===== config.mk =====
export PLATFORM = sky130hd
export DESIGN_NAME = pio_quad_port
export DESIGN_NICKNAME = d
export VERILOG_FILES = /design/src/rtl/pio_quad_port.sv
export SDC_FILE = /design/constraint.sdc
export NUM_CORES = 1
export LEC_CHECK = 0
export BUFFER_PORTS_ARGS = -buffer_cell sky130_fd_sc_hd__buf_2
export CORE_MARGIN = 8
export CORE_UTILIZATION = 51
export CTS_CLUSTER_DIAMETER = 200
export DETAILED_ROUTE_END_ITERATION = 10
export PLACE_DENSITY = 0.75
export SLEW_MARGIN = 20
export SYNTH_ARGS = -nofsm -noshare
export SYNTH_HDL_FRONTEND = slang
export SYNTH_SLANG_ARGS = --single-unit

===== constraint.sdc =====
create_clock -name clk -period 1.9 [get_ports clk]
set_input_delay 0.095 -clock clk [delete_from_list [all_inputs] [get_ports clk]]
set_output_delay 0.095 -clock clk [all_outputs]
set_load 0.005 [all_outputs]

===== src/rtl/pio_quad_port.sv =====
module pio_quad_port #(
  parameter int          NPORT = 4,
  parameter int          W     = 8,
  parameter int          AW    = 16,
  parameter logic [7:0]  BASE  = 8'hE0
) (
  input  logic                clk,
  input  logic                rst_n,
  input  logic                pg_any,
  input  logic [AW-1:0]       io_addr,
  input  logic                io_wr,
  input  logic                io_rd,
  input  logic [W-1:0]        io_wdata,
  output logic [W-1:0]        io_rdata,
  input  logic [NPORT*W-1:0]  pin_in,
  output logic [NPORT*W-1:0]  pin_out,
  output logic [NPORT*W-1:0]  pin_oe
);
  localparam int PW   = $clog2(NPORT);
  localparam int NREG = 2 * NPORT;

  logic [7:0]    off;
  logic          page_ok, hit, is_dat;
  logic [PW-1:0] psel;
  logic [W-1:0]  dir_q [NPORT];
  logic [W-1:0]  lat_q [NPORT];
  logic [W-1:0]  s1_q  [NPORT];
  logic [W-1:0]  s2_q  [NPORT];

  assign off     = io_addr[7:0] - BASE;
  assign page_ok = pg_any || (io_addr[AW-1:8] == '0);
  assign hit     = page_ok && (io_addr[7:0] >= BASE) && (int'(off) < NREG);
  assign psel    = off[PW:1];
  assign is_dat  = off[0];

  for (genvar p = 0; p < NPORT; p++) begin : g_port
    always_ff @(posedge clk or negedge rst_n) begin
      if (!rst_n) begin
        dir_q[p] <= '0;
        lat_q[p] <= '0;
        s1_q[p]  <= '0;
        s2_q[p]  <= '0;
      end else begin
        s1_q[p] <= pin_in[p*W +: W];
        s2_q[p] <= s1_q[p];
        if (io_wr && hit && psel == PW'(p)) begin
          if (is_dat) lat_q[p] <= io_wdata;
          else        dir_q[p] <= io_wdata;
        end
      end
    end
    assign pin_out[p*W +: W] = lat_q[p];
    assign pin_oe[p*W +: W]  = dir_q[p];
  end

  always_comb begin
    io_rdata = '0;
    if (io_rd && hit) io_rdata = is_dat ? s2_q[psel] : dir_q[psel];
  end

  logic [1:0]           chk_age;
  logic [NPORT*W-1:0]   pin_d1, pin_d2;
  always_ff @(posedge clk or negedge rst_n) begin
    if (!rst_n) begin
      chk_age <= '0;
      pin_d1  <= '0;
      pin_d2  <= '0;
    end else begin
      if (chk_age != 2'd3) chk_age <= chk_age + 2'd1;
      pin_d1 <= pin_in;
      pin_d2 <= pin_d1;
    end
  end

  p_dir_write_r2: assert property (@(posedge clk) disable iff (!rst_n)
    (io_wr && hit && !is_dat) |=> pin_oe[$past(psel)*W +: W] == $past(io_wdata));

  p_dat_write_r3: assert property (@(posedge clk) disable iff (!rst_n)
    (io_wr && hit && is_dat) |=> pin_out[$past(psel)*W +: W] == $past(io_wdata));

  p_read_pins_r4: assert property (@(posedge clk) disable iff (!rst_n)
    (chk_age >= 2'd2 && io_rd && hit && is_dat) |-> io_rdata == pin_d2[psel*W +: W]);

  p_no_stray_write_r6: assert property (@(posedge clk) disable iff (!rst_n)
    !(io_wr && hit) |=> ($stable(pin_oe) && $stable(pin_out)));

  p_rd_quiet_r7: assert property (@(posedge clk) disable iff (!rst_n)
    !(io_rd && hit) |-> io_rdata == '0);
endmodule


**After elaboration in Yosys (flattened, before gate mapping)**

Cells that the tools add are included.

- Add/sub/neg operators: 1
- Magnitude comparators: 3
- Equality and inequality tests: 3
- Muxes and demuxes: 8
- Bitwise gates (word level): 2
- Reduce and logical (&&, ||, !) cells: 19

Operators with widths:

| operator | count |
|---|---|
| two-way mux 8 bit | 6 |
| binary-select mux 8 bit (select 2 bit) | 2 |
| AND reduction 2 bit | 8 |
| >= comparator 8 bit (second input constant) | 1 |
| logical AND 1 bit | 8 |
| logical NOT 8 bit | 1 |
| less-than comparator 8 x 4 -> 1 bit (second input constant) | 1 |
| subtractor 8 bit (second input constant) | 1 |
| equality test 2 bit (second input constant) | 2 |
| >= comparator 3 bit (second input constant) | 1 |
| inverter 2 -> 3 bit | 1 |
| equality test 2 x 1 -> 1 bit (second input constant) | 1 |
| logical NOT 2 bit | 1 |
| logical OR 1 bit | 1 |
| inverter 1 bit | 1 |

- Bits in registers: 128
- Bits of input ports: 61
- Output and inout bits: 72

**Longest topological paths before layout**

Gate-level depths: netlist of the first run.

- Depth in word-level cells: 7
- Mapped depth: 5

**Least setup slack after synthesis of the first run**

No wires, ideal clock.

- Path type: input to register
- Start point: in io_addr[0]
- End point: reg dir_q, in the netlist pin_oe[10]
- Arrival time: 1.824 ns
- Data required time: 1.775 ns
- Setup slack: -0.049 ns
- Stages: 5
- Path buffers: 1
- Cells stage by stage: buf_2 > or3_4 > a2111o_1 > nor3_4 > mux2_4

- Cells in the longest elaborated chain, start to end: 6
- Elaborated cells between the ends (all ways): 10

RTL lines:

| what | RTL line | RTL |
|---|---|---|
| from (decl) | 10 | `input logic [AW-1:0] io_addr,` |
| subtractor 8 bit / >= comparator 8 bit (equally long branches) | 30, 32 |  |
| less-than comparator 8 x 4 -> 1 bit / logical AND 1 bit (equally long branches) | 32 | `assign hit = page_ok && (io_addr[7:0] >= BASE) && (int'(off) < NREG);` |
| logical AND 1 bit | 32 |  |
| logical AND 1 bit (2 in series) | 46 | `if (io_wr && hit && psel == PW'(p)) begin` |
| AND reduction 2 bit (no source line) (*) | n/a |  |
| to (signal, indexed assignment) | 48 | `else dir_q[p] <= io_wdata;` |
| to (decl) | 25 | `logic [W-1:0] dir_q [NPORT];` |

Every way passes the cells marked *; elsewhere a longest branch is shown, timed or not.
A chain may end at the register's enable or synchronous reset.

**Worst setup path in the final report of the first run**

- Start point: reg dir_q, in the netlist pin_oe[21]
- End point: out io_rdata[5]

- Cells in the longest elaborated chain, start to end: 5

RTL lines:

| what | RTL line | RTL |
|---|---|---|
| binary-select mux 8 bit (select 2 bit) | 58 | `if (io_rd && hit) io_rdata = is_dat ? s2_q[psel] : dir_q[psel];` |
| two-way mux 8 bit (not written as such) (2 in series) | 58 |  |
| two-way mux 8 bit (2 in series) | 58 |  |
| to (decl) | 14 | `output logic [W-1:0] io_rdata,` |

No other way between the ends. The select of a mux whose other input is x is not followed.

==> impl_table.tex, run 1 <==
\begin{tabular}{lr}
\hline
Metric & Value \\
\hline
\multicolumn{2}{l}{\textbf{Synth}} \\
Leading post-synthesis cells by instance count & sky130\_fd\_sc\_hd\_\_dfrtp\_1, sky130\_fd\_sc\_hd\_\_mux2\_1, sky130\_fd\_sc\_hd\_\_mux2\_2 \\
Fraction of post-synthesis cell area in the top cell type by area & 68.0\% \\
Count of different cell masters after synthesis & 27 \\
Fraction of the yosys area taken by sequential cells & between 60 and 70\% \\
Post-synth EDFFs & 0 \\
Area contributors post-synth & sky130\_fd\_sc\_hd\_\_dfrtp\_1, sky130\_fd\_sc\_hd\_\_mux4\_2, sky130\_fd\_sc\_hd\_\_mux2\_1 \\
Top-count cell post-synth & sky130\_fd\_sc\_hd\_\_dfrtp\_1 \\
Share of synthesized registers carrying an async set or reset & 100\% \\
Synth warnings & 0 \\
Dominant register cell in the synthesized netlist & sky130\_fd\_sc\_hd\_\_dfrtp\_1 \\
Post-Synthesis Net Count & around 320 \\
Post-synthesis instance total & about 260 \\
\#FFs+latches synth & $\sim$130 \\
Average size of a mapped cell & 18.3 sq um \\
Cell taking the most area after synthesis & sky130\_fd\_sc\_hd\_\_dfrtp\_1 \\
Post-Synthesis Cell Area & 0.00471 sq mm \\
\multicolumn{2}{l}{\textbf{Global route}} \\
Met3 usage & under 10\% \\
Met1 routing resource usage after global routing & 23.1\% \\
Highest-utilization routing layer at the global route stage & met2 \\
Met2 track utilization from global routing & 33.6\% \\
Initial antenna violation count & 0 \\
Residual overflow from global routing & 0 \\
Via count of the first global-routing pass & roughly 3,500 \\
Global router's overall resource usage & 20.0\% \\
Maximum number of pins on one net before global-route repair & 43 \\
First-pass GRT wire length & 19.1 mm \\
\multicolumn{2}{l}{\textbf{Place}} \\
Number of placed instances, taps included & 514 \\
Routability congestion estimate from global placement & 0.743 \\
DPL Wire Length & 8.07 mm \\
Count of input and output buffers & 132 \\
Worst slack, placed & -0.0995 ns \\
\multicolumn{2}{l}{\textbf{Finish}} \\
Layout Nets & 536 \\
Filler instances & 568 \\
Share of layout cells above drive strength 1 & 52.4\% \\
Number of cells in the finished layout apart from fillers & 598 \\
Register Area & around 0.0032 sq mm \\
Combined area of the multi-input logic cells & 0.00148 sq mm \\
Utilization of the core after routing & 73.9\% \\
Antenna diodes & 0 \\
Area growth, synth to finish & 42.8\% \\
\multicolumn{2}{l}{\textbf{Clock network}} \\
H-Tree Level Count & 4 \\
Cell at the root of the clock tree & sky130\_fd\_sc\_hd\_\_clkbuf\_8 \\
Clock-pin slew on the worst setup and hold paths & 0.06 ns \\
Maximum buffer depth of the clock tree & 2 \\
Insertion delay to the later sink of the worst-skew pair & 0.52 ns \\
Clock buffer count from CTS & 17 \\
Sinks on Clock Net & 128 \\
Clock tree from TritonCTS & built \\
\multicolumn{2}{l}{\textbf{STA}} \\
Setup repair after global routing missed its margin & yes \\
Final worst path period need & 1.89 ns \\
Slew headroom & 35.1\% \\
Final slew viol count & 0 \\
Final hold slack & 0.0571 ns \\
Final period utilization & 99.5\% \\
Final hold violation count & 0 \\
Slew at the pin closest to its max-slew limit & 0.974 ns \\
Final TNS setup & 0 ns \\
Final setup vio count & 0 \\
Worst setup skew after layout & 0.00435 ns \\
Minimum setup slack in the final design & 0.00867 ns \\
Maximum frequency from static timing analysis & 529 MHz \\
\multicolumn{2}{l}{\textbf{Flow run}} \\
Max Cap Violations & 0 \\
\multicolumn{2}{l}{\textbf{Route}} \\
Routed wire length & roughly 12 mm \\
Via/cell ratio & 5.18 \\
Iteration count of the initial detailed-routing pass & 4 \\
Initial DRC count & 139 \\
DRC violation count after routing & 0 \\
DR vias & about 3,100 \\
Number of nets still failing antenna checks after routing & 0 \\
Routed length per instance & 20.2 microns \\
\multicolumn{2}{l}{\textbf{Worst setup path}} \\
Total stage count of the critical path & 4 \\
Setup slack, reg-to-reg & about 0.99 ns \\
Required time reported for the critical path endpoint & 1.80 ns \\
Family with the most delay on the worst path & multiplexers \\
Data arrival, critical path & between 1.5 and 2 ns \\
Critical R2R Launch & pin\_oe[21] \\
FF-to-FF End & pin\_oe[21] \\
Cell with the largest stage delay on the worst path & sky130\_fd\_sc\_hd\_\_mux4\_2 \\
Count of buffer and inverter cells on the critical path & 1 \\
Path type of the worst setup path & register to output port \\
Worst setup SP type & register \\
Maximum net fanout on the critical path & 3 \\
Depth of the worst register-to-register path & 2 \\
Type of destination of the critical path & output port \\
Cells along the critical path & mux4\_2, mux2i\_2, nor2\_1, buf\_2 \\
Slowest Stage Delay on Critical Path & 0.48 ns \\
\multicolumn{2}{l}{\textbf{Pwr}} \\
Power density over the cells & just over 900 mW/mm\^{}2 \\
Static leakage & $\sim$3.5 nW \\
Highest ir drop seen on vdd & 0.683 mV \\
\multicolumn{2}{l}{\textbf{Die}} \\
IO Count & 133 \\
Total number of placement rows & 35 \\
Floorplan die area & 0.0126 sq mm \\
Area of the core region & 0.00911 sq mm \\
Die Y & about 110 microns \\
Die width & 112 microns \\
Initial core utilization & 51.7\% \\
\multicolumn{2}{l}{\textbf{Min path}} \\
Path class of the lowest-slack min-delay path & input pin to async pin \\
\multicolumn{2}{l}{\textbf{Outcome}} \\
Outcome & complete, no violations \\
\hline
\end{tabular}
==> placed cells by master (no fill, tap or decap) <==
cell                            instances
sky130_fd_sc_hd__dlygate4sd3_1         41
sky130_fd_sc_hd__or3_4                  1
sky130_fd_sc_hd__inv_8                  2
sky130_fd_sc_hd__a21o_1                 1
sky130_fd_sc_hd__nor4_1                 2
sky130_fd_sc_hd__dfrtp_1              128
sky130_fd_sc_hd__clkbuf_16             16
sky130_fd_sc_hd__mux2_1                28
sky130_fd_sc_hd__ha_1                   1
sky130_fd_sc_hd__mux2i_1                7
sky130_fd_sc_hd__bufinv_16              1
sky130_fd_sc_hd__buf_2                131
sky130_fd_sc_hd__a211oi_1               1
sky130_fd_sc_hd__nor4_4                 2
sky130_fd_sc_hd__mux2_4                 8
sky130_fd_sc_hd__a2111o_1               2
sky130_fd_sc_hd__nand4bb_1              1
sky130_fd_sc_hd__a21oi_1                1
sky130_fd_sc_hd__clkbuf_8               2
sky130_fd_sc_hd__clkinv_4               3
sky130_fd_sc_hd__nor2b_1                1
sky130_fd_sc_hd__inv_6                  6
sky130_fd_sc_hd__nor2_1                 8
sky130_fd_sc_hd__nand3_1                3
sky130_fd_sc_hd__nor3_4                 2
sky130_fd_sc_hd__buf_4                 30
sky130_fd_sc_hd__mux2_2                28
sky130_fd_sc_hd__mux4_2                16
sky130_fd_sc_hd__buf_12                 2
sky130_fd_sc_hd__mux2i_2                1
sky130_fd_sc_hd__nand4_1                2
sky130_fd_sc_hd__a2111oi_2              2
sky130_fd_sc_hd__nand2b_1               3
sky130_fd_sc_hd__clkinvlp_4             2
sky130_fd_sc_hd__nand2_1                2
==> timing repair <==
| action | 4_1_cts | 5_1_grt |
|---|---|---|
| endpoints found under the setup margin | 0 | 6 |
| buffers inserted | 0 | 11 |
| resized for setup | 0 | 1 |
| hold endpoints to repair | 224 | 0 |
| hold buffers | 41 | 0 |
==> how the worst max path moves through the flow <==
stage	from	end	slack [ns]
floorplan	io_addr[0]	pin_oe[0]	-0.006
global placement	io_addr[5]	pin_oe[18]	-0.05
detailed placement	io_addr[5]	pin_oe[1]	-0.1
CTS	pin_oe[30]	io_rdata[6]	0.03
global route	pin_oe[21]	io_rdata[5]	-0.07
finish	pin_oe[21]	io_rdata[5]	0.009
==> registers in the layout (all words and copies together), names as in the netlist <==
name     flops
s2_q        32
s1_q        32
pin_out     32
pin_oe      32
==> kinds of logic (layout without fill, tap and decap cells) <==
family,count (synthesis),count (layout),synth area share (%)
buffers and inverters,6,236,0.664
multiplexers,88,88,25.3
adder cells (fa/ha/maj),1,1,0.266
AND/OR/NAND/NOR,27,27,4.25
AO/OA/AOI/OAI,7,7,1.54
flip-flops,128,128,68.0
==> per-stage QoR <==
stage / total power, mW / area, sq um
floorplan: 2.96 / 4710
global placement: 3.13 / 5660
detailed placement: 3.14 / 5660
finish: 6.25 / 6730
global route: 6.46 / 6730
CTS: 6.28 / 6640
==> metal layers <==
layer	vias to the layer above	wire, microns
met5	-	0
li1	1389	-
met1	1598	4830
met4	0	156
met3	13	764
met2	97	6340
==> power breakdown <==
part	internal, mW	leakage, nW	switching [mW]
sequential	2.80	1.64	0.0235
combinational	0.173	1.59	0.165
clock	1.82	0.278	1.27
==> cell type report <==
type	count	area share [%]
Clock inverter	14	2.18
Timing Repair Buffer	204	19.8
Tap cell	111	2.06
Clock buffer	18	6.36
Sequential cell	128	47.6
Multi-Input combinational cell	123	22.0
Power figures use the tool's default switching activity.
==> run 2, diff against run 1 <==
--- a/config.mk
+++ b/config.mk
@@ -10,7 +10,9 @@
 export CORE_UTILIZATION = 51
 export CTS_CLUSTER_DIAMETER = 200
 export DETAILED_ROUTE_END_ITERATION = 10
+export HOLD_SLACK_MARGIN = 0.12
 export PLACE_DENSITY = 0.75
+export SETUP_SLACK_MARGIN = 0.15
 export SLEW_MARGIN = 20
 export SYNTH_ARGS = -nofsm -noshare
 export SYNTH_HDL_FRONTEND = slang
==> run 2 against run 1 <==
  * Clock skew is 0.0010 ns higher
  * Utilization up 2.3 points
  * Via count up 3.3%
  * Power up 4.4%
  * Critical path depth is the same
  * Final cell count rose by 3.2%
  * Combinational power barely moved
  * Design area grew 3.1%
  * Sequential share of layout area is 1.4 points lower
  * Worst setup slack gained 0.048 ns
  * Critical endpoint is now io_rdata[0]
==> impl_table.tex, run 2 (synthesized netlist as in run 1, its figures left out) <==
\begin{tabular}{lr}
\hline
Metric & Value \\
\hline
\multicolumn{2}{l}{\textbf{Finish}} \\
Area growth, synth to finish & 47.3\% \\
Number of cells in the finished layout apart from fillers & 617 (+3.2\%) \\
Top library cells by usage in the layout, fill and taps aside & sky130\_fd\_sc\_hd\_\_buf\_2, sky130\_fd\_sc\_hd\_\_dfrtp\_1, sky130\_fd\_sc\_hd\_\_buf\_4 \\
Register Area & 0.00320 sq mm (unchanged) \\
Combined area of the multi-input logic cells & 0.00150 sq mm (+1.0\%) \\
Antenna diodes & 0 (unchanged) \\
Filler instances & 533 (-6.2\%) \\
Share of layout cells above drive strength 1 & 54.9\% (+2.6 points) \\
Utilization of the core after routing & 76.2\% (+2.3 points) \\
Commonest non-fill, non-tap cell in the layout & sky130\_fd\_sc\_hd\_\_buf\_2 \\
Layout Nets & 556 (+3.7\%) \\
\multicolumn{2}{l}{\textbf{Die}} \\
Total number of placement rows & 35 (unchanged) \\
Die width & 112 microns (unchanged) \\
Initial core utilization & 51.7\% (unchanged) \\
Die Y & 112 microns (unchanged) \\
IO Count & 133 (unchanged) \\
Floorplan die area & 0.0126 sq mm (unchanged) \\
Area of the core region & 0.00911 sq mm (unchanged) \\
\multicolumn{2}{l}{\textbf{STA}} \\
Final hold violation count & 0 (unchanged) \\
Final period utilization & 97.0\% (-2.5 points) \\
Final worst path period need & 1.84 ns (-0.0475 ns) \\
Minimum setup slack in the final design & 0.0562 ns (+0.0475 ns) \\
Slew at the pin closest to its max-slew limit & 0.648 ns (-0.326 ns) \\
Setup repair after global routing missed its margin & yes \\
Final TNS setup & 0 ns (unchanged) \\
Maximum frequency from static timing analysis & 542 MHz (+2.6\%) \\
Final setup vio count & 0 (unchanged) \\
Final slew viol count & 0 (unchanged) \\
Slew headroom & 56.8\% (+22 points) \\
Worst setup skew after layout & 0.00536 ns (+0.00101 ns) \\
\multicolumn{2}{l}{\textbf{Clock network}} \\
Sinks on Clock Net & 128 (unchanged) \\
H-Tree Level Count & 4 (unchanged) \\
CTS resizes & 0 (unchanged) \\
Cell at the root of the clock tree & sky130\_fd\_sc\_hd\_\_clkbuf\_8 \\
Clock tree from TritonCTS & built \\
Clock buffer count from CTS & 17 (unchanged) \\
Clock-pin slew on the worst setup and hold paths & 0.06 ns (about the same) \\
Maximum buffer depth of the clock tree & 2 (unchanged) \\
Insertion delay to the later sink of the worst-skew pair & 0.51 ns (about the same) \\
\multicolumn{2}{l}{\textbf{Place}} \\
Worst slack, placed & -0.0992 ns (+0.000370 ns) \\
Number of placed instances, taps included & 513 (-0.19\%) \\
DPL Wire Length & 7.70 mm (-4.6\%) \\
Routability congestion estimate from global placement & 0.778 (+4.8\%) \\
Count of input and output buffers & 132 (unchanged) \\
\multicolumn{2}{l}{\textbf{Pwr}} \\
Clock group share of total power & 51.6\% (+2.2 points) \\
Power density over the cells & 940 mW/mm\^{}2 (+1.2\%) \\
Proportion of power drawn by flip-flops and latches & 43.2\% (-2.0 points) \\
Switching pwr & 1.40 mW (-3.9\%) \\
Portion of total power attributed to combinational logic & 5.2\% (-0.2 points) \\
Highest ir drop seen on vdd & 0.716 mV (+4.9\%) \\
Static leakage & 3.64 nW (+3.7\%) \\
Power Total & 6.53 mW (+4.4\%) \\
Net Sw Frac & 21.5\% (-1.9 points) \\
Internal power of the cells & 5.12 mW (+6.9\%) \\
\multicolumn{2}{l}{\textbf{Global route}} \\
Global router's overall resource usage & 19.9\% (-0.16 points) \\
Residual overflow from global routing & 0 (unchanged) \\
Initial antenna violation count & 0 (unchanged) \\
Maximum number of pins on one net before global-route repair & 129 (+200\%) \\
Via count of the first global-routing pass & 3,590 (+3.3\%) \\
First-pass GRT wire length & 19.2 mm (+0.47\%) \\
\multicolumn{2}{l}{\textbf{Route}} \\
Routed length per instance & 19.5 microns (-3.4\%) \\
DRC violation count after routing & 0 (unchanged) \\
Number of nets still failing antenna checks after routing & 0 (unchanged) \\
Via/cell ratio & 5.18 (about the same) \\
Iteration count of the initial detailed-routing pass & 4 (unchanged) \\
Initial DRC count & 153 (+10\%) \\
DR vias & 3,198 (+3.3\%) \\
Routed wire length & 12.0 mm (-0.38\%) \\
\multicolumn{2}{l}{\textbf{Worst setup path}} \\
Path type of the worst setup path & register to output port \\
Data arrival, critical path & 1.75 ns (-0.05 ns) \\
Setup slack, reg-to-reg & 0.83 ns (-0.16 ns) \\
Critical R2R Launch & pin\_oe[22] \\
Required time reported for the critical path endpoint & 1.80 ns (about the same) \\
Depth of the worst register-to-register path & 3 (+1) \\
Worst setup SP type & register \\
FF-to-FF End & pin\_oe[22] \\
Type of destination of the critical path & output port \\
Critical path startpoint & pin\_oe[0] \\
Maximum net fanout on the critical path & 3 (unchanged) \\
\multicolumn{2}{l}{\textbf{Outcome}} \\
Outcome & complete, no violations \\
\multicolumn{2}{l}{\textbf{Flow run}} \\
Max Cap Violations & 0 (unchanged) \\
\multicolumn{2}{l}{\textbf{Min path}} \\
Path class of the lowest-slack min-delay path & input pin to async pin \\
\hline
\end{tabular}
[run 2: repair_timing]
action                     CTS  global route
hold buffers                41             0
setup endpoints to repair    8             8
pin swaps                    0             0
hold endpoints to repair   224             0
setup buffers               23             9
[run 2: critical path: stages (launching register included)]
cell                      delay, ns
sky130_fd_sc_hd__dfrtp_1       0.40
sky130_fd_sc_hd__mux4_2        0.48
sky130_fd_sc_hd__mux2i_1       0.17
sky130_fd_sc_hd__nor2_1        0.06
sky130_fd_sc_hd__buf_2         0.13
[run 2: power by group through the flow]
stage	Combinational, mW	Clock (mW)	Sequential [mW]
2_1_floorplan	0.102	0	2.86
3_3_place_gp	0.261	0	2.86
3_5_place_dp	0.268	0	2.87
4_1_cts	0.337	3.39	2.82
5_1_grt	0.368	3.54	2.83
6_report	0.337	3.37	2.82
[run 2: cell type report]
cell class              instances  area share (%)
flip-flops and latches        128            46.2
multi-input cells             123            21.6
repair buffers                224            21.4
clock buffers                  17            5.97
clock inverters                14            2.96
well taps                     111            2.00
[run 2: routing by layer]
layer  wire length (microns)  track usage [%]
met5                       0                0
met1                    5010             23.4
met2                    6220             34.0
met4                     112             4.86
met3                     707             6.98
[run 2: through the flow]
step | cell area, sq um | hold WS [ns]
global route | 6940 | 0.199
finish | 6940 | 0.217
detailed placement | 5670 | 0.204
CTS | 6870 | 0.203
global placement | 5670 | 0.203
floorplan | 4740 | -0.201
[run 2: how the worst max path moves through the flow]
stage	end	slack (ns)	depth (start not counted)
6_report	io_rdata[0]	0.06	4
5_1_grt	io_rdata[0]	-0.05	4
4_1_cts	io_rdata[0]	0.02	4
3_5_place_dp	pin_oe[2]	-0.1	7
3_3_place_gp	pin_oe[23]	-0.06	7
2_1_floorplan	pin_oe[0]	-0.002	5
